## src/rtl/raster_timing.sv

```systemverilog
module raster_timing #(
  parameter int CW       = 12,
  parameter int CLRW     = 24,
  parameter int RST_HTOT = 63,
  parameter int RST_VTOT = 15,
  parameter int RST_HBS  = 8,
  parameter int RST_HBE  = 56,
  parameter int RST_VBS  = 2,
  parameter int RST_VBE  = 14,
  parameter int RST_HWS  = 12,
  parameter int RST_VWS  = 4
) (
  input  logic            clk,
  input  logic            rst_n,
  input  logic            wr_en,
  input  logic [3:0]      wr_addr,
  input  logic [31:0]     wr_data,
  output logic            hsync,
  output logic            vsync,
  output logic            border_act,
  output logic            win_act,
  output logic            field,
  output logic            pix_ce,
  output logic [CW-1:0]   pix_x,
  output logic [CW-1:0]   line_y,
  output logic [CLRW-1:0] border_rgb
);

  typedef struct packed {
    logic [CW-1:0]   htot;
    logic [CW-1:0]   vtot;
    logic [CW-1:0]   hbs;
    logic [CW-1:0]   hbe;
    logic [CW-1:0]   vbs;
    logic [CW-1:0]   vbe;
    logic [CW-1:0]   hws;
    logic [CW-1:0]   vws0;
    logic [CW-1:0]   vws1;
    logic [CLRW-1:0] rgb;
    logic            pixdbl;
    logic            blank;
    logic            disp;
    logic            dscan;
    logic            fast;
    logic            ilace;
    logic            vid;
  } cfg_t;

  localparam cfg_t RST_CFG = '{
    htot: CW'(RST_HTOT), vtot: CW'(RST_VTOT),
    hbs: CW'(RST_HBS), hbe: CW'(RST_HBE),
    vbs: CW'(RST_VBS), vbe: CW'(RST_VBE),
    hws: CW'(RST_HWS), vws0: CW'(RST_VWS), vws1: CW'(RST_VWS),
    rgb: '0, pixdbl: 1'b0, blank: 1'b0, disp: 1'b1, dscan: 1'b0,
    fast: 1'b1, ilace: 1'b0, vid: 1'b1
  };

  cfg_t sh, act;
  logic [CW-1:0] hcnt, vcnt;
  logic rep, ce_q, fld;
  logic unused_wr;

  assign unused_wr = ^wr_data;

  always_ff @(posedge clk) begin
    if (!rst_n) begin
      sh <= RST_CFG;
    end else if (wr_en) begin
      case (wr_addr)
        4'd0: begin sh.htot <= wr_data[CW-1:0]; sh.vtot <= wr_data[16 +: CW]; end
        4'd1: begin sh.hbe  <= wr_data[CW-1:0]; sh.hbs  <= wr_data[16 +: CW]; end
        4'd2: begin sh.vbe  <= wr_data[CW-1:0]; sh.vbs  <= wr_data[16 +: CW]; end
        4'd3: sh.hws <= wr_data[CW-1:0];
        4'd4: begin sh.vws0 <= wr_data[CW-1:0]; sh.vws1 <= wr_data[16 +: CW]; end
        4'd5: sh.rgb <= wr_data[CLRW-1:0];
        4'd6: begin sh.pixdbl <= wr_data[0]; sh.blank <= wr_data[3]; end
        4'd7: begin sh.disp <= wr_data[0]; sh.dscan <= wr_data[1]; sh.fast <= wr_data[23]; end
        4'd8: begin sh.ilace <= wr_data[4]; sh.vid <= wr_data[8]; end
        default: ;
      endcase
    end
  end

  logic h_end, line_adv, wrap;
  assign h_end    = ce_q && (hcnt == act.htot);
  assign line_adv = h_end && (!act.dscan || rep);
  assign wrap     = line_adv && (vcnt == act.vtot);

  always_ff @(posedge clk) begin
    if (!rst_n) begin
      act  <= RST_CFG;
      hcnt <= '0;
      vcnt <= '0;
      rep  <= 1'b0;
      ce_q <= 1'b1;
      fld  <= 1'b0;
    end else if (wrap) begin
      act  <= sh;
      hcnt <= '0;
      vcnt <= '0;
      rep  <= 1'b0;
      ce_q <= sh.fast;
      fld  <= sh.ilace ? ~fld : 1'b0;
    end else begin
      ce_q <= act.fast | ~ce_q;
      if (h_end) begin
        hcnt <= '0;
        rep  <= act.dscan & ~rep;
        if (line_adv) vcnt <= vcnt + 1'b1;
      end else if (ce_q) begin
        hcnt <= hcnt + 1'b1;
      end
    end
  end

  logic [CW-1:0] vws, dx;
  logic in_bh, in_bv, in_wh, in_wv, show;

  assign vws   = fld ? act.vws1 : act.vws0;
  assign in_bh = (hcnt >= act.hbs) && (hcnt < act.hbe);
  assign in_bv = (vcnt >= act.vbs) && (vcnt < act.vbe);
  assign in_wh = (hcnt >= act.hws) && (hcnt < act.hbe);
  assign in_wv = (vcnt >= vws) && (vcnt < act.vbe);
  assign show  = act.vid && in_bh && in_bv;
  assign dx    = hcnt - act.hws;

  assign win_act    = show && in_wh && in_wv && act.disp && !act.blank;
  assign border_act = show && !win_act;
  assign hsync      = act.vid && (hcnt < act.hbs);
  assign vsync      = act.vid && (vcnt < act.vbs);
  assign pix_x      = win_act ? (act.pixdbl ? (dx >> 1) : dx) : '0;
  assign line_y     = win_act ? (vcnt - vws) : '0;
  assign field      = fld;
  assign pix_ce     = ce_q;
  assign border_rgb = act.rgb;

endmodule

```

## config.mk

```make
export PLATFORM = sky130hd
export DESIGN_NAME = raster_timing
export DESIGN_NICKNAME = d
export VERILOG_FILES = /design/src/rtl/raster_timing.sv
export SDC_FILE = /design/constraint.sdc
export NUM_CORES = 1
export LEC_CHECK = 0
export BUFFER_PORTS_ARGS = -buffer_cell sky130_fd_sc_hd__buf_2
export CORE_ASPECT_RATIO = 2
export CORE_UTILIZATION = 55
export CTS_CLUSTER_DIAMETER = 120
export DETAILED_ROUTE_END_ITERATION = 6
export PLACE_DENSITY_LB_ADDON = 0.15
export SLEW_MARGIN = 20
export SYNTH_ARGS = -nofsm -noshare
export SYNTH_HDL_FRONTEND = slang
export SYNTH_SLANG_ARGS = --single-unit
```

## constraint.sdc

```tcl
create_clock -name clk -period 3.7 [get_ports clk]
set_clock_uncertainty 0.05 [all_clocks]
set_input_delay 0.555 -clock clk [delete_from_list [all_inputs] [get_ports clk]]
set_output_delay 0.555 -clock clk [all_outputs]
set_load 0.005 [all_outputs]
```

==> flow_summary.json <==
{
  "grt_antenna_before_repair": 1,
  "grtUsageTotal_pct": 29.4,
  "crit_path_top_delay_cell": "or4b_1",
  "postSynthCellCount": 1771,
  "dp_hpwl_um": 26000,
  "gp_congestion": 0.896,
  "total_power_mw": 6.46,
  "min_from": "wr_data[13]",
  "postLayoutCoreUtil_pct": 63.4,
  "grt_max_degree": 105,
  "seqPwrFrac_pct": 51.2,
  "rsz0062_at_grt": "true",
  "synth_area_leaders": "dfxtp_1 (42%), nand2_1 (15%), a21boi_0 (6.8%), ha_1 (6.2%), a21boi_1 (5.0%)",
  "violations": "negative setup slack",
  "cp.arrival_ns": 3.42,
  "synth_flop_cell": "dfxtp_1",
  "r2r_start": "hcnt[8]",
  "postRouteAntennaNets": 0,
  "port_buffers": 88,
  "async_reset_ff_share_pct": 0,
  "num_antenna_cells": 0,
  "endpoint_kind": "output pin",
  "synth_edf_count": 0,
  "synth-seq-area-share_pct": 42.2,
  "cp-start-kind": "register",
  "die_area_um2": 26900,
  "route.detailed.drc": 0,
  "nets": 1928,
  "worst-path-buf-inv": 2,
  "ir_drop_v": 0.000389,
  "start_util_pct": 56.0,
  "cts.sinks": 304,
  "cts_made_buffers": 26,
  "power.switching_mw": 1.41,
  "critPathMaxStageDelay_ns": 0.47,
  "final-hold-violation-count": 0,
  "netlist.area_leader.share_pct": 42.2,
  "grt_pass1_wl_um": 60400,
  "syn_avg_cell_area_um2": 8.15,
  "yosys.area.top_type": "dfxtp_1",
  "ff2ff_setup_slack_ns": 0.69,
  "drv_slew": 0,
  "num-fill-cells": 2361,
  "totalWireLength_um": 38200,
  "setup_viol": 25,
  "maxCapViolations": 0,
  "hold_path_class": "primary input to register",
  "combPwrFrac_pct": 3.9,
  "worstMarginPinSlew_ns": 0.919,
  "drive_above_1_share_pct": 12.9,
  "finalWorstSetupSlack_ns": -0.329,
  "ioPinCount": 93,
  "vias_per_cell": 5.51,
  "hold_path_depth": 3,
  "cp_top_family": "simple AND/OR/NAND/NOR gates",
  "critPathMaxFanout": 4,
  "clock_latency_ns": 0.55,
  "maxSlewHeadroom_pct": 38.6,
  "status": "complete, but fails checks",
  "first_iter_violations": 656,
  "grt_overflow_total": 0,
  "clockBufferDepth": 3,
  "synth_fp_nets": 1884,
  "core_area_um2": 25800,
  "die_y_um": 231,
  "critPathRequiredTime_ns": 3.09,
  "rr_endpoint": "act[37]",
  "synthesis.area_um2": 14400,
  "clkPwrFrac_pct": 44.8,
  "post-route-period-util_pct": 109,
  "synth_cell_type_count": 59,
  "period_needed_ns": 4.03,
  "root_buffer": "clkbuf_16",
  "syn_to_final_growth_pct": 13.1,
  "path_cells": "buf_4, mux2i_4, ha_4, nor2b_4, o31a_1, or4_4, a31oi_4, a21oi_2, or4b_1, a31oi_1, buf_2",
  "fmax_mhz": 248,
  "wl_per_cell_um": 17.6,
  "grt_pass1_vias": 11400,
  "cts_tree": "done",
  "worstHoldEndpoint": "sh[20]",
  "vias": 12000,
  "die_w_um": 117,
  "drt-pass1-iter-count": 5,
  "leakage_nw": 6.34,
  "path_clk_slew_ns": 0.07,
  "yosys_warnings": 0,
  "power.density_nw_per_um2": 396,
  "h-tree-depth": 1,
  "synth-seq-cells": 304,
  "switching_share_pct": 21.8,
  "core.rowCount": 83,
  "reg2regPathDepth": 8,
  "setup.worst_path.class": "register to output pin",
  "p_int_mw": 5.05
}
==> registers in the layout, indices dropped and copies added, names as in the netlist <==
signal / flops
sh: 139
act: 114
border_rgb: 24
hcnt: 12
vcnt: 12
field: 1
pix_ce: 1
rep: 1
==> power groups by stage <==
stage	logic, mW	registers [mW]	clock network, mW
global route	0.270	3.31	3.06
floorplan	0.137	3.38	0
CTS	0.252	3.31	2.94
finish	0.254	3.31	2.90
detailed placement	0.250	3.39	0
global placement	0.248	3.39	0
==> worst register-to-register path, cell delays in order, from the launching register on <==
cell,delay [ns]
dfxtp_1,0.63
xnor2_1,0.19
nand4_1,0.12
or4_1,0.64
or2_1,0.41
nor2_4,0.29
buf_12,0.29
nand2_1,0.18
a21boi_1,0.14
==> how the worst max path moves through the flow <==
stage          startpoint    endpoint  slack (ns)  cells past startpoint
2_1_floorplan       field  line_y[11]        0.02                     11
3_3_place_gp        field   line_y[3]        0.01                     14
3_5_place_dp        field   line_y[3]       -0.09                     14
4_1_cts             field  line_y[11]       -0.28                     11
5_1_grt             field  line_y[11]       -0.43                     11
6_report            field  line_y[11]       -0.33                     11
==> cell usage after synthesis (20+ instances only) <==
cell      count
a21boi_0    130
a21boi_1     96
a21oi_1      32
buf_4        27
clkbuf_1     75
dfxtp_1     304
ha_1         72
inv_1        63
mux2i_1      24
nand2_1     563
nand3_1      55
nand4_1      20
nor2_1       62
xnor2_1      26
xor2_1       34
==> cells in the final DEF (no fill, tap or decap), drive strengths merged, types with 17 or more instances in the layout <==
cell type  count
nand3         55
xor2          34
nand2        563
mux2i         24
dfxtp        304
ha            72
clkbuf        33
a21boi       226
nor2          63
o21ai         17
buf          146
nand4         20
xnor2         26
a21oi         32
inv           63
==> cell type report <==
cell class | count | area (um^2) | area share [%]
Multi-Input combinational cell | 1274 | 7690 | 47.1
Sequential cell | 304 | 6090 | 37.3
Timing Repair Buffer | 146 | 986 | 6.04
Clock buffer | 33 | 728 | 4.46
Tap cell | 340 | 425 | 2.61
Inverter | 63 | 236 | 1.45
Clock inverter | 11 | 164 | 1.00
==> stage by stage <==
stage                     area [um^2]  TNS [ns]  worst slack (ns)  cells  hold WS, ns
after CTS                       16200     -3.55            -0.284   2169        0.185
after global routing            16300     -8.36            -0.430   2171        0.195
after floorplan                 14400         0            0.0171   1771        0.380
after detailed placement        15000    -0.379           -0.0915   2113        0.390
final                           16300     -4.24            -0.329   2171        0.203
after global placement          15000         0            0.0143   2113        0.385
==> kinds of logic after synthesis <==
kind of cell	Yosys count	share of synthesized area (%)
compound gates	343	17.1
xor+xnor	60	3.64
fa+ha+maj	74	6.52
buf+inv	193	6.45
flops	304	42.2
mux	25	1.74
simple gates	772	22.4
==> metal layers <==
layer | global-route usage [%] | wire length, um | vias up
met5 | 0 | 11 | -
met4 | 18.0 | 2660 | 2
met3 | 3.03 | 1550 | 112
met2 | 50.6 | 18600 | 294
met1 | 34.4 | 15400 | 5624
li1 | - | - | 5922
==> timing repair <==
item	4_1_cts	5_1_grt
endpoints found under the setup margin	26	26
setup buffers	15	3
pin swaps	10	28
hold buffers	0	0
resized for setup	35	36
(Power assumes the default switching activity.)
